## config.mk

```make
export PLATFORM = sky130hd
export DESIGN_NAME = nand_ecc1_check
export DESIGN_NICKNAME = d
export VERILOG_FILES = /design/src/rtl/nand_ecc1_pkg.sv /design/src/rtl/nand_ecc1_packer.sv /design/src/rtl/nand_ecc1_classifier.sv /design/src/rtl/nand_ecc1_result_reg.sv /design/src/rtl/nand_ecc1_check.sv
export SDC_FILE = /design/constraint.sdc
export NUM_CORES = 1
export LEC_CHECK = 0
export CELL_PAD_IN_SITES_DETAIL_PLACEMENT = 0
export CELL_PAD_IN_SITES_GLOBAL_PLACEMENT = 1
export CORE_MARGIN = 1.5
export CORE_UTILIZATION = 29
export CTS_BUF_LIST = sky130_fd_sc_hd__clkbuf_8 sky130_fd_sc_hd__clkbuf_16
export DETAILED_ROUTE_END_ITERATION = 12
export GPL_ROUTABILITY_DRIVEN = 0
export PLACE_DENSITY = 0.9
export SYNTH_ARGS = -nofsm -noshare
export SYNTH_HDL_FRONTEND = slang
export SYNTH_SLANG_ARGS = --single-unit
export TNS_END_PERCENT = 5
```

## constraint.sdc

```tcl
create_clock -name clk -period 2.8 [get_ports clk]
set_clock_uncertainty 0.1 [all_clocks]
set_input_delay 0.56 -clock clk [delete_from_list [all_inputs] [get_ports clk]]
set_output_delay 0.56 -clock clk [all_outputs]
set_load 0.05 [all_outputs]
```

## src/rtl/nand_ecc1_pkg.sv

```systemverilog
package nand_ecc1_pkg;

    localparam int RAW_W     = 32;
    localparam int HALF_W    = 12;
    localparam int CODE_W    = 2 * HALF_W;
    localparam int BIT_W     = 3;
    localparam int MASK_W    = 1 << BIT_W;
    localparam int LOC_W     = HALF_W - BIT_W;
    localparam int CODE_BYTES = CODE_W / 8;
    localparam int LO_BASE   = 0;
    localparam int HI_BASE   = 16;

    typedef enum logic [1:0] {
        ST_CLEAN     = 2'd0,
        ST_FIXED     = 2'd1,
        ST_CODE_ONLY = 2'd2,
        ST_UNCORR    = 2'd3
    } chk_status_e;

    typedef struct packed {
        chk_status_e         status;
        logic [LOC_W-1:0]    byte_idx;
        logic [MASK_W-1:0]   mask;
    } chk_result_t;

    // Exactly one bit set in a code-sized vector.
    function automatic logic single_bit(input logic [CODE_W-1:0] v);
        return (v != '0) && ((v & (v - CODE_W'(1))) == '0);
    endfunction

endpackage

```

## src/rtl/nand_ecc1_packer.sv

```systemverilog
module nand_ecc1_packer
    import nand_ecc1_pkg::*;
(
    input  logic [RAW_W-1:0]  raw,
    output logic [CODE_W-1:0] code
);
    logic [CODE_W-1:0] squeezed;
    logic              unused_reserved;

    // Two halves of the raw word, each with its reserved nibble dropped.
    for (genvar h = 0; h < 2; h++) begin : g_half
        localparam int SRC = (h == 0) ? LO_BASE : HI_BASE;
        assign squeezed[h*HALF_W +: HALF_W] = raw[SRC +: HALF_W];
    end

    assign unused_reserved = ^{raw[RAW_W-1:HI_BASE+HALF_W], raw[HI_BASE-1:HALF_W]};

    // Inversion lets an erased spare area match an erased sector.
    assign code = ~squeezed;
endmodule

```

## src/rtl/nand_ecc1_classifier.sv

```systemverilog
module nand_ecc1_classifier
    import nand_ecc1_pkg::*;
#(
    parameter int SECTOR_BYTES = 512
) (
    input  logic [CODE_W-1:0] syndrome,
    output chk_result_t       result
);
    logic [HALF_W-1:0] upper;
    logic [HALF_W-1:0] lower;
    logic              pattern_ok;
    logic [LOC_W-1:0]  loc_byte;
    logic [BIT_W-1:0]  loc_bit;
    logic              in_range;

    assign upper      = syndrome[CODE_W-1:HALF_W];
    assign lower      = syndrome[HALF_W-1:0];
    assign pattern_ok = ((upper ^ lower) == {HALF_W{1'b1}});
    assign loc_byte   = upper[HALF_W-1:BIT_W];
    assign loc_bit    = upper[BIT_W-1:0];
    assign in_range   = (32'(loc_byte) < 32'(SECTOR_BYTES));

    always_comb begin
        result = '{status: ST_UNCORR, byte_idx: '0, mask: '0};
        if (syndrome == '0) begin
            result.status = ST_CLEAN;
        end else if (pattern_ok) begin
            if (in_range) begin
                result.status   = ST_FIXED;
                result.byte_idx = loc_byte;
                result.mask     = MASK_W'(1) << loc_bit;
            end
        end else if (single_bit(syndrome)) begin
            result.status = ST_CODE_ONLY;
        end
    end

    always_comb begin
        if (result.status == ST_FIXED)
            a_fixed_pattern_r5: assert ((upper ^ lower) == {HALF_W{1'b1}});
        if (result.status == ST_CODE_ONLY)
            a_code_only_single_r7: assert ($countones(syndrome) == 1);
    end
endmodule

```

## src/rtl/nand_ecc1_result_reg.sv

```systemverilog
module nand_ecc1_result_reg
    import nand_ecc1_pkg::*;
(
    input  logic              clk,
    input  logic              rst,
    input  logic              load,
    input  logic [CODE_W-1:0] code_in,
    input  chk_result_t       res_in,
    output logic [CODE_W-1:0] code_q,
    output chk_result_t       res_q,
    output logic              done_q
);
    always_ff @(posedge clk) begin
        if (rst) begin
            code_q <= '0;
            res_q  <= '{status: ST_CLEAN, byte_idx: '0, mask: '0};
            done_q <= 1'b0;
        end else begin
            done_q <= load;
            if (load) begin
                code_q <= code_in;
                res_q  <= res_in;
            end
        end
    end

    p_done_after_start_r10: assert property (@(posedge clk) disable iff (rst)
        load |=> done_q);
    p_hold_when_idle_r10: assert property (@(posedge clk) disable iff (rst)
        !load |=> ($stable(res_q) && $stable(code_q) && !done_q));
endmodule

```

## src/rtl/nand_ecc1_check.sv

```systemverilog
module nand_ecc1_check
    import nand_ecc1_pkg::*;
#(
    parameter int SECTOR_BYTES = 512
) (
    input  logic        clk,
    input  logic        rst,
    input  logic        start,
    input  logic [31:0] raw_parity,
    input  logic [7:0]  stored_b0,
    input  logic [7:0]  stored_b1,
    input  logic [7:0]  stored_b2,
    output logic [7:0]  code_b0,
    output logic [7:0]  code_b1,
    output logic [7:0]  code_b2,
    output logic        done,
    output logic [1:0]  status,
    output logic [8:0]  err_byte,
    output logic [7:0]  err_mask
);
    logic [CODE_W-1:0] calc_code;
    logic [CODE_W-1:0] stored_code;
    logic [CODE_W-1:0] syndrome;
    logic [CODE_W-1:0] code_q;
    chk_result_t       res_c;
    chk_result_t       res_q;

    // Spare-area bytes arrive least significant first.
    assign stored_code = {stored_b2, stored_b1, stored_b0};

    nand_ecc1_packer u_packer (
        .raw  (raw_parity),
        .code (calc_code)
    );

    assign syndrome = stored_code ^ calc_code;

    nand_ecc1_classifier #(.SECTOR_BYTES(SECTOR_BYTES)) u_classify (
        .syndrome (syndrome),
        .result   (res_c)
    );

    nand_ecc1_result_reg u_hold (
        .clk     (clk),
        .rst     (rst),
        .load    (start),
        .code_in (calc_code),
        .res_in  (res_c),
        .code_q  (code_q),
        .res_q   (res_q),
        .done_q  (done)
    );

    assign code_b0  = code_q[7:0];
    assign code_b1  = code_q[15:8];
    assign code_b2  = code_q[23:16];
    assign status   = res_q.status;
    assign err_byte = res_q.byte_idx;
    assign err_mask = res_q.mask;

    p_mask_onehot_r5: assert property (@(posedge clk) disable iff (rst)
        (status == 2'd1) |-> ($countones(err_mask) == 1));
    p_no_locator_r6: assert property (@(posedge clk) disable iff (rst)
        (status != 2'd1) |-> (err_mask == '0 && err_byte == '0));
    p_range_r9: assert property (@(posedge clk) disable iff (rst)
        (status == 2'd1) |-> (32'(err_byte) < 32'(SECTOR_BYTES)));
    p_clean_match_r4: assert property (@(posedge clk) disable iff (rst)
        (start && stored_code == calc_code) |=> (status == 2'd0));
endmodule

```

==> results of run 1 <==
## stage by stage
| step | area [sq um] | setup WS [ns] | total power [uW] | setup TNS (ns) | util (%) |
|---|---|---|---|---|---|
| floorplan | 2080 | 0.514 | 938 | 0 | - |
| global placement | 3390 | -0.0739 | 1170 | -0.395 | 49.3 |
| detailed placement | 3390 | -0.142 | 1180 | -1.21 | 49.3 |
| CTS | 3520 | 0.165 | 1740 | 0 | 51.2 |
| global route | 3530 | 0.0205 | 1800 | 0 | 51.4 |
| finish | 3530 | 0.164 | 1730 | 0 | 51.4 |
## what timing repair did
item,4_1_cts,5_1_grt
setup endpoints to repair,0,1
setup buffers,0,1
hold endpoints to repair,0,0
gates resized for setup,0,1
## area by class of cell
cell class | instances | area (sq um)
repair buffers | 133 | 1230
well taps | 96 | 120
clock buffers | 5 | 68.8
flip-flops and latches | 44 | 881
multi-input cells | 162 | 1170
clock inverters | 2 | 60.1
inverters | 1 | 3.75
fillers | 646 | 3340
## final timing paths
kind	start	endpoint	slack [ns]	cells after the start
setup / recovery	raw_parity[19]	u_hold.res_q[7]$_SDFFE_PP0P_	0.16	8
hold / removal	u_hold.res_q[9]$_SDFFE_PP0P_	u_hold.res_q[9]$_SDFFE_PP0P_	0.36	2
setup reg to reg	u_hold.code_q[16]$_SDFFE_PP0P_	u_hold.code_q[16]$_SDFFE_PP0P_	1.92	2
hold reg to reg	u_hold.res_q[9]$_SDFFE_PP0P_	u_hold.res_q[9]$_SDFFE_PP0P_	0.36	2
## where the power goes
group | leakage (uW) | switching (uW) | total, uW | internal [uW]
Sequential | 0.000362 | 13.1 | 665 | 652
Clock | 0.0000642 | 211 | 562 | 351
Combinational | 0.000901 | 266 | 500 | 233
## cell usage in the layout, fill, tap and decap left out
| cell type | instances |
|---|---|
| sky130_fd_sc_hd__a211oi_1 | 25 |
| sky130_fd_sc_hd__a21oi_1 | 5 |
| sky130_fd_sc_hd__a22o_1 | 17 |
| sky130_fd_sc_hd__a22oi_1 | 1 |
| sky130_fd_sc_hd__a31oi_1 | 1 |
| sky130_fd_sc_hd__a41oi_1 | 1 |
| sky130_fd_sc_hd__and2_1 | 2 |
| sky130_fd_sc_hd__and2_2 | 1 |
| sky130_fd_sc_hd__buf_2 | 1 |
| sky130_fd_sc_hd__buf_4 | 39 |
| sky130_fd_sc_hd__bufinv_16 | 2 |
| sky130_fd_sc_hd__clkbuf_8 | 5 |
| sky130_fd_sc_hd__clkdlybuf4s50_1 | 93 |
| sky130_fd_sc_hd__dfxtp_1 | 44 |
| sky130_fd_sc_hd__inv_1 | 1 |
| sky130_fd_sc_hd__maj3_1 | 1 |
| sky130_fd_sc_hd__nand2_1 | 5 |
| sky130_fd_sc_hd__nand2b_1 | 1 |
| sky130_fd_sc_hd__nand3_1 | 2 |
| sky130_fd_sc_hd__nand4_1 | 6 |
| sky130_fd_sc_hd__nand4b_1 | 1 |
| sky130_fd_sc_hd__nor2_1 | 32 |
| sky130_fd_sc_hd__nor2_8 | 1 |
| sky130_fd_sc_hd__nor3_1 | 2 |
| sky130_fd_sc_hd__nor3_2 | 1 |
| sky130_fd_sc_hd__nor3b_1 | 2 |
| sky130_fd_sc_hd__nor4_1 | 1 |
| sky130_fd_sc_hd__nor4_4 | 1 |
| sky130_fd_sc_hd__o2111ai_1 | 2 |
| sky130_fd_sc_hd__o211ai_1 | 3 |
| sky130_fd_sc_hd__o21a_1 | 1 |
| sky130_fd_sc_hd__o21ai_1 | 1 |
| sky130_fd_sc_hd__o22ai_1 | 2 |
| sky130_fd_sc_hd__o311ai_2 | 1 |
| sky130_fd_sc_hd__o31ai_1 | 2 |
| sky130_fd_sc_hd__or2_2 | 1 |
| sky130_fd_sc_hd__or3_1 | 2 |
| sky130_fd_sc_hd__xnor2_1 | 20 |
| sky130_fd_sc_hd__xor2_1 | 15 |
| sky130_fd_sc_hd__xor2_2 | 3 |
## state kept, by name (all words and copies together), names as in the netlist
signal,count
u_hold.code_q,24
u_hold.res_q,19
u_hold.done_q,1
## layer usage
layer | routed length, microns | share of wire [%] | global-route usage, % | up-vias
met2 | 3110 | 51 | 29.6 | 64
met5 | 0 | 0 | 0 | -
li1 | - | - | - | 1056
met4 | 68 | 1.1 | 4.47 | 0
met1 | 2560 | 42 | 19.8 | 954
met3 | 309 | 5.1 | 3.68 | 7
## worst min-delay path, stage by stage (launching register included)
cell and delay [ns]:
sky130_fd_sc_hd__dfxtp_1 0.32, sky130_fd_sc_hd__nand2_1 0.05, sky130_fd_sc_hd__o31ai_1 0.06
## cell families (layout without fill, tap and decap cells)
kind of cell / after synthesis / in the layout / synth area share [%]
AO/OA/AOI/OAI: 62 / 62 / 22.7
XOR/XNOR: 38 / 38 / 17.0
adder cells (fa/ha/maj): 1 / 1 / 0.480
buffers and inverters: 11 / 141 / 2.04
flip-flops: 44 / 44 / 42.3
AND/OR/NAND/NOR: 61 / 61 / 15.5
==> out/summary.json, run 1 <==
{
  "grt_max_degree": 29,
  "stdcell_count": 443,
  "holdBufCountCts": 0,
  "placeableCoreArea_sq_um": 6870,
  "worstSetupStartpointType": "input pin",
  "via_count_of_the_first_global_routing_pass": 2071,
  "critical-path-top-delay-family": "simple AND/OR/NAND/NOR gates",
  "netlist_top_cells_count": "sky130_fd_sc_hd__dfxtp_1, sky130_fd_sc_hd__nor2_1, sky130_fd_sc_hd__a211oi_1",
  "layout_worst_path_cycle_share_pct": 94.2,
  "design.die.area_sq_um": 7710,
  "crit_path_cell_trace": "clkdlybuf4s50_1 -> xor2_1 -> buf_4 -> xnor2_1 -> nand4_1 -> or3_1 -> nor3_2 -> a22o_1",
  "unrepaired_setup_endpoints_after_global_routing": "no",
  "hold_viol": 0,
  "wire_length_of_the_first_global_routing_pass_microns": 9890,
  "min_path_type": "reg2reg",
  "leakagePower_uw": 0.00133,
  "crit_path_required_time_ns": 2.94,
  "n_antenna_cell": 0,
  "placement.io_buffers": 94,
  "timing.critical_path.arrival_ns": 2.78,
  "die_height_microns": 87.8,
  "power_per_cell_area_nw_per_um2": 489,
  "cts_buffers": 5,
  "yosysMostFrequentCell": "sky130_fd_sc_hd__dfxtp_1",
  "synth-main-ff-cell": "sky130_fd_sc_hd__dfxtp_1",
  "post-dp-hpwl_microns": 4890,
  "final_max_slew_viol_count": 0,
  "vdd.ir_drop.worst_v": 0.000192,
  "via_count": 2081,
  "run_status": "finished, final reports clean",
  "synth-edff-count": 0,
  "avgRoutedWirePerCell_microns": 13.6,
  "count_of_routing_violations_after_the_opening_detailed_route_iteration": 113,
  "gr-total-overflow": 0,
  "drtAntennaViolNets": 0,
  "remaining_drc_errors": 0,
  "clock_sinks": 44,
  "numPlacedInstances": 435,
  "post_synthesis_net_count": 276,
  "max_clock_freq_mhz": 379,
  "worstMarginPinSlew_ns": 1.13,
  "avgViaCountPerCell": 4.70,
  "whs_ns": 0.363,
  "seq_total_area_yosys_pct": 42.3,
  "clock_pin_transition_on_the_worst_setup_and_hold_timing_paths_ns": 0.08,
  "netlist.area_leader.share_pct": 42.3,
  "ioPinCount": 103,
  "syn_area_sq_um": 2080,
  "crit_type": "in2reg",
  "syn_to_final_growth_pct": 69.4,
  "maxSlewHeadroom_pct": 24.4,
  "grtUsageTotal_pct": 16.5,
  "ys_top_cells_by_area": "sky130_fd_sc_hd__dfxtp_1, sky130_fd_sc_hd__a211oi_1, sky130_fd_sc_hd__xnor2_1",
  "initial_utilization_pct": 30.3,
  "grt_antenna_before_repair": 0,
  "ys_ff_latch": 44,
  "timing.critical_path.to_type": "register",
  "drive_above_1_share_pct": 16.1,
  "path_buf_inv": 2,
  "timing.critical_path.slowest_stage_cell": "sky130_fd_sc_hd__or3_1",
  "yosys.cell_types.count": 37,
  "die_w_microns": 87.8,
  "postSynthCellCount": 217,
  "clk-insertion-delay-late_ns": 0.29,
  "routed_wl_microns": 6040,
  "maxCapViolCount": 0,
  "cts_root_buf": "sky130_fd_sc_hd__clkbuf_8",
  "async_flop_share_pct": 0,
  "finish.net_count": 406,
  "timing.final.crit_period_ns": 2.64,
  "setup_violators_final": 0,
  "path_max_fanout": 5,
  "cts-htree-levels": 2,
  "clk_path_buf_depth": 2,
  "cts_tree": "yes",
  "synth.largest_area_cell": "sky130_fd_sc_hd__dfxtp_1",
  "slowest_delay_ns": 0.54,
  "std_cell_rows": 30,
  "dr.pass1.iters": 4,
  "warnings_from_yosys": 0,
  "syn_avg_cell_area_sq_um": 9.61
}
Power figures use the tool's default switching activity.
==> inputs of run 2 (changes only) <==
--- a/config.mk
+++ b/config.mk
@@ -8,12 +8,13 @@
 export CELL_PAD_IN_SITES_DETAIL_PLACEMENT = 0
 export CELL_PAD_IN_SITES_GLOBAL_PLACEMENT = 1
 export CORE_MARGIN = 1.5
-export CORE_UTILIZATION = 29
+export CORE_UTILIZATION = 31
 export CTS_BUF_LIST = sky130_fd_sc_hd__clkbuf_8 sky130_fd_sc_hd__clkbuf_16
 export DETAILED_ROUTE_END_ITERATION = 12
 export GPL_ROUTABILITY_DRIVEN = 0
 export PLACE_DENSITY = 0.9
 export SYNTH_ARGS = -nofsm -noshare
 export SYNTH_HDL_FRONTEND = slang
+export SYNTH_HIERARCHICAL = 1
 export SYNTH_SLANG_ARGS = --single-unit
-export TNS_END_PERCENT = 5
+export TNS_END_PERCENT = 50
==> run 2 against run 1 <==
  * Clock-buffer cell count is the same
  * Final area is 12% higher
  * Synthesized cell count is 25% higher
  * Sequential cell count unchanged
  * Clock power about the same
  * Cell count increased by 15%
  * Register-to-register slack better by 0.11 ns
  * Setup slack lost 0.077 ns
  * Sequential share of layout area decreased by 2.6 points
  * Power about the same
  * Critical path type unchanged
  * Largest cell class is now multi-input gates
==> out/summary.json, run 2 <==
{
  "ys_ff_latch": 44,
  "gr-total-overflow": 0,
  "post-dp-hpwl_microns": 5100,
  "largest_register_ffs": 24,
  "netlist.area_leader.share_pct": 35.9,
  "clk_path_buf_depth": 2,
  "count_of_routing_violations_after_the_opening_detailed_route_iteration": 149,
  "dr.pass1.iters": 5,
  "yosys.cell_types.count": 37,
  "crit_type": "in2reg",
  "avgRoutedWirePerCell_microns": 13.0,
  "grt_antenna_before_repair": 0,
  "critical-path-top-delay-family": "simple AND/OR/NAND/NOR gates",
  "avgViaCountPerCell": 4.56,
  "drive_above_1_share_pct": 18.0,
  "via_count_of_the_first_global_routing_pass": 2255,
  "leakagePower_uw": 0.00177,
  "finish.net_count": 465,
  "wire_length_of_the_first_global_routing_pass_microns": 10600,
  "unrepaired_setup_endpoints_after_global_routing": "yes",
  "yosysMostFrequentCell": "sky130_fd_sc_hd__nor2_1",
  "syn_to_final_growth_pct": 60.6,
  "layout_worst_path_cycle_share_pct": 96.9,
  "die_height_microns": 92.0,
  "synth.largest_area_cell": "sky130_fd_sc_hd__dfxtp_1",
  "setup_violators_final": 0,
  "maxSlewHeadroom_pct": 45.1,
  "layout_top_registers": "u_hold/code_q (24), u_hold/res_q (19), u_hold/done_q (1)",
  "timing.final.crit_period_ns": 2.71,
  "cts_root_buf": "sky130_fd_sc_hd__clkbuf_8",
  "syn_avg_cell_area_sq_um": 9.02,
  "most_frequent_standard_cell_in_the_layout_excluding_fill_and_tap_cells": "sky130_fd_sc_hd__clkdlybuf4s50_1",
  "cts-htree-levels": 2,
  "path_max_fanout": 2,
  "die_w_microns": 92.0,
  "drtAntennaViolNets": 0,
  "r2r_setup_slack_ns": 2.03,
  "commonest_non_fill_non_tap_cells_in_the_layout": "sky130_fd_sc_hd__clkdlybuf4s50_1, sky130_fd_sc_hd__nor2_1, sky130_fd_sc_hd__buf_4",
  "synth-edff-count": 0,
  "post_synthesis_net_count": 331,
  "seq_total_area_yosys_pct": 35.9,
  "initial_utilization_pct": 31.9,
  "async_flop_share_pct": 0,
  "grtUsageTotal_pct": 15.8,
  "power_per_cell_area_nw_per_um2": 438,
  "hold_viol": 0,
  "netlist_top_cells_count": "sky130_fd_sc_hd__nor2_1, sky130_fd_sc_hd__dfxtp_1, sky130_fd_sc_hd__mux2i_1",
  "timing.critical_path.arrival_ns": 2.78,
  "post-layout-total-power_uw": 1730,
  "worstMarginPinSlew_ns": 0.824,
  "cts_buffers": 5,
  "clock_sinks": 44,
  "run_status": "finished, final reports clean",
  "std_cell_rows": 32,
  "path_buf_inv": 2,
  "routed_wl_microns": 6590,
  "post_dp_cell_area_sq_um": 3720,
  "setup_ws_ns": 0.0865,
  "postSynthCellCount": 272,
  "clock_pin_transition_on_the_worst_setup_and_hold_timing_paths_ns": 0.08,
  "crit_path_cell_trace": "clkdlybuf4s50_1 -> inv_1 -> xor2_1 -> or4_1 -> nor3_2 -> nand3_1 -> a2111oi_2 -> o211ai_1 -> mux2i_1 -> nor2_1",
  "vdd.ir_drop.worst_v": 0.000249,
  "grt_max_degree": 45,
  "crit_path_required_time_ns": 2.86,
  "placeableCoreArea_sq_um": 7690,
  "max_clock_freq_mhz": 369,
  "place_worst_setup_slack_ns": -0.375,
  "n_antenna_cell": 0,
  "timing.critical_path.to_type": "register",
  "maxCapViolCount": 0,
  "ioPinCount": 103,
  "max_flop_register": "u_hold/code_q",
  "placement.io_buffers": 94,
  "synth-main-ff-cell": "sky130_fd_sc_hd__dfxtp_1",
  "timing.critical_path.slowest_stage_cell": "sky130_fd_sc_hd__or4_1",
  "cts_tree": "yes",
  "syn_area_sq_um": 2450,
  "design_area_sq_um": 3940,
  "holdBufCountCts": 0,
  "min_path_type": "reg2reg",
  "clk-insertion-delay-late_ns": 0.29,
  "slowest_delay_ns": 0.54,
  "final_max_slew_viol_count": 0,
  "warnings_from_yosys": 6,
  "remaining_drc_errors": 0,
  "ys_top_cells_by_area": "sky130_fd_sc_hd__dfxtp_1, sky130_fd_sc_hd__mux2i_1, sky130_fd_sc_hd__xor2_1",
  "worstSetupStartpointType": "input pin",
  "via_count": 2316,
  "design.die.area_sq_um": 8460
}
==> run 2: cell types whose count changed after synthesis, sizes merged, moves of 5 or more <==
cell    delta
nor3       +8
clkbuf     -6
a22o      -17
xnor2     -20
a211oi    -24
buf        +9
nor2      +18
and2       +5
inv       +26
xor2      +18
mux2i     +43
==> run 2: worst paths after layout <==
kind                                        from                        endpoint  cells after the start
hold / removal    u_hold/code_q[13]$_SDFFE_PP0P_  u_hold/code_q[13]$_SDFFE_PP0P_                      2
setup reg to reg  u_hold/code_q[15]$_SDFFE_PP0P_  u_hold/code_q[15]$_SDFFE_PP0P_                      2
setup / recovery                   raw_parity[9]   u_hold/res_q[17]$_SDFFE_PP0P_                     10
hold reg to reg   u_hold/code_q[13]$_SDFFE_PP0P_  u_hold/code_q[13]$_SDFFE_PP0P_                      2
==> run 2: final cells by class <==
| type | count | area, sq um |
|---|---|---|
| Multi-Input combinational cell | 187 | 1400 |
| Timing Repair Buffer | 140 | 1300 |
| Inverter | 28 | 105 |
| Fill cell | 779 | 3750 |
| Clock inverter | 2 | 60.1 |
| Tap cell | 102 | 128 |
| Sequential cell | 44 | 881 |
| Clock buffer | 5 | 68.8 |
==> run 2: power breakdown <==
part / internal [uW] / switching, uW / leakage [uW]
clock: 351 / 213 / 0.0000642
sequential: 649 / 11.5 / 0.000360
combinational: 230 / 272 / 0.00134
total: 1230 / 496 / 0.00177
==> run 2: tightest hold or removal path, cell delays in order, from the launching register on <==
cell and delay (ns):
sky130_fd_sc_hd__dfxtp_1 0.33, sky130_fd_sc_hd__mux2i_1 0.06, sky130_fd_sc_hd__nor2_1 0.08
==> run 2: timing repair <==
item                       in CTS  in global routing
setup endpoints to repair       1                  5
pin swaps                       5                  6
resized for setup               6                 15
setup buffers                   0                  2
cloned                          0                  0
==> run 2: layer usage <==
metal	vias to the layer above	track usage, %	share of wire [%]
li1	1159	-	-
met1	1060	19.6	44
met2	90	26.5	48
met3	7	4.39	6.9
met4	0	5.13	1.1
met5	-	0	0
==> run 2: metrics by stage <==
stage	cells	util, %	setup TNS, ns	hold slack, ns
floorplan	272	-	0	0.637
global placement	499	48.5	-2.17	0.371
detailed placement	499	48.5	-3.10	0.384
CTS	506	50.3	0	0.404
global route	508	51.3	-0.0389	0.438
finish	508	51.3	0	0.399
==> run 2: cell families (layout without fill, tap and decap cells) <==
group / Yosys count / in the layout / synth area share [%]
buffers and inverters: 41 / 175 / 9.59
xor gates and xnor gates: 36 / 36 / 12.9
muxes: 43 / 43 / 17.5
and+or+nand+nor: 92 / 92 / 18.7
DFF: 44 / 44 / 35.9
adders and majority gates: 2 / 2 / 0.816
AOI/OAI and AO/OA: 14 / 14 / 4.64
